## config.mk

```make
export PLATFORM = sky130hd
export DESIGN_NAME = field_parity_detector
export DESIGN_NICKNAME = d
export VERILOG_FILES = /design/src/rtl/fpd_pkg.sv /design/src/rtl/fpd_edge.sv /design/src/rtl/fpd_classify.sv /design/src/rtl/fpd_flag.sv /design/src/rtl/field_parity_detector.sv
export SDC_FILE = /design/constraint.sdc
export NUM_CORES = 1
export LEC_CHECK = 0
export BUFFER_PORTS_ARGS = -buffer_cell sky130_fd_sc_hd__clkbuf_2
export CAP_MARGIN = 20
export CELL_PAD_IN_SITES_DETAIL_PLACEMENT = 0
export CELL_PAD_IN_SITES_GLOBAL_PLACEMENT = 1
export CORE_AREA = 2 2 39 41
export DETAILED_ROUTE_END_ITERATION = 10
export DIE_AREA = 0 0 41 43
export PLACE_DENSITY_LB_ADDON = 0.1
export SETUP_SLACK_MARGIN = 0.1
export SYNTH_ARGS = -nofsm -noshare
export SYNTH_HDL_FRONTEND = slang
export SYNTH_HIERARCHICAL = 1
export SYNTH_SLANG_ARGS = --single-unit
```

## constraint.sdc

```tcl
create_clock -name clk -period 2.9 [get_ports clk]
set_input_delay 0.145 -clock clk [delete_from_list [all_inputs] [get_ports clk]]
set_output_delay 0.145 -clock clk [all_outputs]
set_load 0.1 [all_outputs]
```

## src/rtl/fpd_pkg.sv

```systemverilog
package fpd_pkg;
    typedef enum logic [1:0] {
        PH_NONE = 2'd0,
        PH_ODD  = 2'd1,
        PH_EVEN = 2'd2
    } phase_class_t;

    typedef struct packed {
        logic odd;
        logic valid;
        logic bad;
    } flag_state_t;
endpackage

```

## src/rtl/fpd_edge.sv

```systemverilog
module fpd_edge (
    input  logic clk,
    input  logic rst_n,
    input  logic vsync_n,
    output logic fall
);
    typedef struct packed {
        logic vs_prev;
    } edge_state_t;

    edge_state_t st_d, st_q;

    always_comb begin
        st_d         = st_q;
        st_d.vs_prev = vsync_n;
    end

    always_ff @(posedge clk) begin
        if (!rst_n) st_q <= '0;
        else        st_q <= st_d;
    end

    assign fall = st_q.vs_prev & ~vsync_n;

    // an edge cannot be reported in two consecutive cycles
    p_single_edge_r7: assert property (@(posedge clk) disable iff (!rst_n)
        fall |=> !fall);
endmodule

```

## src/rtl/fpd_classify.sv

```systemverilog
module fpd_classify
    import fpd_pkg::*;
#(
    parameter int LINE_LEN = 1716,
    parameter int TOL      = LINE_LEN / 8,
    parameter int PHASE_W  = $clog2(LINE_LEN)
) (
    input  logic [PHASE_W-1:0] phase,
    output phase_class_t       cls
);
    localparam int EW = PHASE_W + 1;
    localparam logic [EW-1:0] C_TOL    = EW'(TOL);
    localparam logic [EW-1:0] C_LEN    = EW'(LINE_LEN);
    localparam logic [EW-1:0] C_TAIL   = EW'(LINE_LEN - TOL);
    localparam logic [EW-1:0] C_MID_LO = EW'(LINE_LEN / 2 - TOL);
    localparam logic [EW-1:0] C_MID_HI = EW'(LINE_LEN / 2 + TOL);

    logic [EW-1:0] p_ext;
    logic          near_start;
    logic          near_mid;

    always_comb begin
        p_ext      = {1'b0, phase};
        near_start = (p_ext <= C_TOL) || ((p_ext >= C_TAIL) && (p_ext < C_LEN));
        near_mid   = (p_ext >= C_MID_LO) && (p_ext <= C_MID_HI);
        if (near_start)    cls = PH_ODD;
        else if (near_mid) cls = PH_EVEN;
        else               cls = PH_NONE;
    end
endmodule

```

## src/rtl/fpd_flag.sv

```systemverilog
module fpd_flag
    import fpd_pkg::*;
(
    input  logic         clk,
    input  logic         rst_n,
    input  logic         decide,
    input  phase_class_t cls,
    output logic         odd_field,
    output logic         field_valid,
    output logic         phase_invalid
);
    flag_state_t st_d, st_q;

    always_comb begin
        st_d     = st_q;
        st_d.bad = 1'b0;
        if (decide) begin
            case (cls)
                PH_ODD: begin
                    st_d.odd   = 1'b1;
                    st_d.valid = 1'b1;
                end
                PH_EVEN: begin
                    st_d.odd   = 1'b0;
                    st_d.valid = 1'b1;
                end
                default: st_d.bad = 1'b1;
            endcase
        end
    end

    always_ff @(posedge clk) begin
        if (!rst_n) st_q <= '0;
        else        st_q <= st_d;
    end

    assign odd_field     = st_q.odd;
    assign field_valid   = st_q.valid;
    assign phase_invalid = st_q.bad;

    // parity moves only after a sync edge
    p_hold_flag_r6: assert property (@(posedge clk) disable iff (!rst_n)
        !decide |=> $stable(odd_field));
    // start-band edge yields odd
    p_odd_set_r2: assert property (@(posedge clk) disable iff (!rst_n)
        (decide && cls == PH_ODD) |=> (odd_field && field_valid));
    // mid-band edge yields even
    p_even_set_r3: assert property (@(posedge clk) disable iff (!rst_n)
        (decide && cls == PH_EVEN) |=> (!odd_field && field_valid));
endmodule

```

## src/rtl/field_parity_detector.sv

```systemverilog
module field_parity_detector
    import fpd_pkg::*;
#(
    parameter int LINE_LEN = 1716,
    parameter int TOL      = LINE_LEN / 8,
    parameter int PHASE_W  = $clog2(LINE_LEN)
) (
    input  logic               clk,
    input  logic               rst_n,
    input  logic [PHASE_W-1:0] line_phase,
    input  logic               vsync_n,
    output logic               odd_field,
    output logic               field_valid,
    output logic               phase_invalid
);
    logic         fall;
    phase_class_t cls;

    fpd_edge u_edge (
        .clk     (clk),
        .rst_n   (rst_n),
        .vsync_n (vsync_n),
        .fall    (fall)
    );

    fpd_classify #(
        .LINE_LEN (LINE_LEN),
        .TOL      (TOL),
        .PHASE_W  (PHASE_W)
    ) u_cls (
        .phase (line_phase),
        .cls   (cls)
    );

    fpd_flag u_flag (
        .clk           (clk),
        .rst_n         (rst_n),
        .decide        (fall),
        .cls           (cls),
        .odd_field     (odd_field),
        .field_valid   (field_valid),
        .phase_invalid (phase_invalid)
    );

    // the invalid strobe lasts a single cycle
    p_invalid_once_r4: assert property (@(posedge clk) disable iff (!rst_n)
        phase_invalid |=> !phase_invalid);
    // an invalid phase leaves parity as it was
    p_invalid_keeps_r4: assert property (@(posedge clk) disable iff (!rst_n)
        phase_invalid |-> $stable(odd_field));
    // validity never drops outside reset
    p_valid_sticky_r5: assert property (@(posedge clk) disable iff (!rst_n)
        field_valid |=> field_valid);
endmodule

```

==> results by group <==
Floorplanning
  • Die Wd: 41 um
  • Std cell rows: 14
  • Initial Util: 21.25%
  • Die span in y: 43 um
  • Die Area: 0.001763 mm^2
  • Core ar.: 0.001384 mm^2
  • Top-Level Pins: 17

Synth
  • Cells after Synth: 36
  • Synth cell types: 26
  • Post-synth top area share: 27.23%
  • Synth top area cells: dfxtp_1, o211a_1, a21oi_1
  • YS warnings: 6
  • Mapped cell area: 294.0 um^2
  • Synth Register Bits: 4
  • Synth area leader: dfxtp_1
  • Syn_area_per_cell: 8.168 um^2
  • Sequential area share after synthesis: 27.23%
  • Syn_nets: 51

Global routing
  • GRT Total Usage: 9.428%
  • First-pass GRT wire length: 1.083 mm
  • Global route overflow: 0
  • Vias in the first global route: 319
  • Initial antenna violation count: 0
  • Largest net degree at the start of global routing: 7

Placed design
  • PortBufs: 16
  • DP HPWL: 609.8 um
  • Placer Congestion: 0.6580

Detailed routing
  • Via Count: 328
  • Drt via density: 4.686
  • WL/cell: 10.31 um
  • Drt drc: 0
  • DR iter-0 viols: 2
  • Drt total wl: 722 um
  • Antenna Nets Post-Route: 0
  • Detailed Routing Iterations Pass 1: 2

STA
  • Fin. max-slew vios: 0
  • Fin. Hold Viols: 0
  • RSZ-0062 raised after global routing: no
  • Worst-Margin Slew: 540.7 ps
  • Clk_skew: 4.277 ps
  • Max Clock Freq: 735.9 MHz
  • Relative slew slack: 64.11%
  • Final hold slack: 143.2 ps
  • Final period util: 46.86%
  • Final TNS setup: 0 ps
  • Fin crit period: 1359 ps
  • Final setup violation count: 0

Setup path
  • Delay-heaviest family, CP: compound AO/OA/AOI/OAI gates
  • CP max stage delay: 300 ps
  • Startpoint Class: input pin
  • CP required: 3030 ps
  • Crit Path Max Fanout: 5
  • CP Buf/Inv Count: 2
  • Worst path slowest cell: ha_1
  • Critical path cell sequence: clkbuf_2 -> o211a_1 -> o21ai_1 -> a31o_1 -> a21o_1 -> inv_1 -> ha_1 -> nand3b_1 -> o211a_1
  • Most used cell, CP: o211a_1
  • Critical Setup Path Class: in2reg
  • Data arrival time of the critical path: 1480 ps
  • Endpoint type of the worst setup path: register

Flow run
  • Max Cap Viol: 0

Final layout
  • Most common cell after layout, fill and taps aside: clkbuf_2
  • Final net count: 71
  • Leading cell types in the layout, fill and taps excluded: clkbuf_2, dfxtp_1, clkbuf_4, nand2_1, a21oi_1
  • Antenna Cells: 0
  • Syn-to-layout area delta: 39.15%
  • Share of layout cells above drive strength 1: 40.74%

Clock network
  • Clk_lat worst skew: 230 ps
  • CTS Root Cell: clkbuf_4
  • H-tree depth: 1
  • Cts bufs inserted: 3
  • CTS sink count: 4
  • CTS clk-pin slew, worst paths: 40 ps
  • Resize count post-CTS: 0
  • Deepest clock path buffer count: 2
  • Hold buffer count at cts: 0
  • CTS tree: yes
  • Setup Fix Bufs, Post-CTS: 0

Min path
  • Worst Hold Class: in2reg

Power and ir drop
  • Overall power: 170.1 uW
  • Peak VDD IR: 0.0002030 V
  • Leakage: 0.2091 nW
  • PwrDens: 415.8 mW/mm^2

Outcome
  • Status: completed
area by class of cell:
type	count	area [um^2]
fill	163	974.7
multi-input combinational	29	198.9
sequential	4	80.08
timing repair buffer	16	80.08
clock buffer	3	22.52
tap	16	20.02
inverter	2	7.507
through the flow:
stage,worst slack [ps],instances,area (um^2),utilization [%]
after floorplan,1373,36,294.0,-
after global placement,1282,67,386.6,27.94
after detailed placement,1294,67,386.6,27.94
after CTS,1543,70,409.1,29.57
after global routing,1421,70,409.1,29.57
final,1541,70,409.1,29.57
sequential cells by signal (all words and copies together) (netlist names):
register              flops
u_edge/st_q               1
u_flag/field_valid        1
u_flag/odd_field          1
u_flag/phase_invalid      1
kinds of logic (layout without fill, tap and decap cells):
family                     count (synthesis)  in the layout  share of synthesized area [%]
and+or+nand+nor                           16             16                          34.90
DFF                                        4              4                          27.24
AOI/OAI and AO/OA                         12             12                          28.51
buffers and inverters                      3             21                          5.108
adders and majority gates                  1              1                          4.255
where the power goes:
group	internal [mW]	leakage, nW	total (mW)	switching, mW
Clock	0.0463	0.0138	0.0685	0.0223
Sequential	0.0574	0.0327	0.0581	0.000700
Combinational	0.0167	0.163	0.0435	0.0268
Total	0.120	0.209	0.170	0.0497
Yosys cell counts, drive strengths merged:
cell type / count
a21o: 1
a21oi: 3
a31o: 1
a41oi: 1
and2: 1
and2b: 1
and3: 1
buf: 1
dfxtp: 4
ha: 1
inv: 2
nand2: 3
nand2b: 1
nand3b: 1
nand4: 1
nor2: 1
nor2b: 1
nor3: 1
nor4: 3
nor4b: 1
o211a: 2
o21a: 1
o21ai: 2
o22ai: 1
layer usage:
| layer | track usage, % | vias up | wire [um] |
|---|---|---|---|
| met1 | 7.692 | 142 | 239 |
| met5 | 0 | - | 0 |
| met2 | 15.94 | 11 | 409 |
| met3 | 2.094 | 0 | 73 |
| met4 | 10.00 | 0 | 0 |
| li1 | - | 175 | - |
path summary, 6_finish.rpt:
| path | endpoint | from | slack [ps] | cells after the start |
|---|---|---|---|---|
| worst min-delay path | u_edge/st_q | vsync_n | 140 | 2 |
| worst max register to register | u_flag/odd_field | u_edge/st_q | 1980 | 3 |
| worst min register to register | u_flag/field_valid | u_flag/field_valid | 470 | 1 |
| worst max-delay path | u_flag/odd_field | line_phase[3] | 1540 | 9 |
No activity file was read; power rests on OpenSTA's default activity.
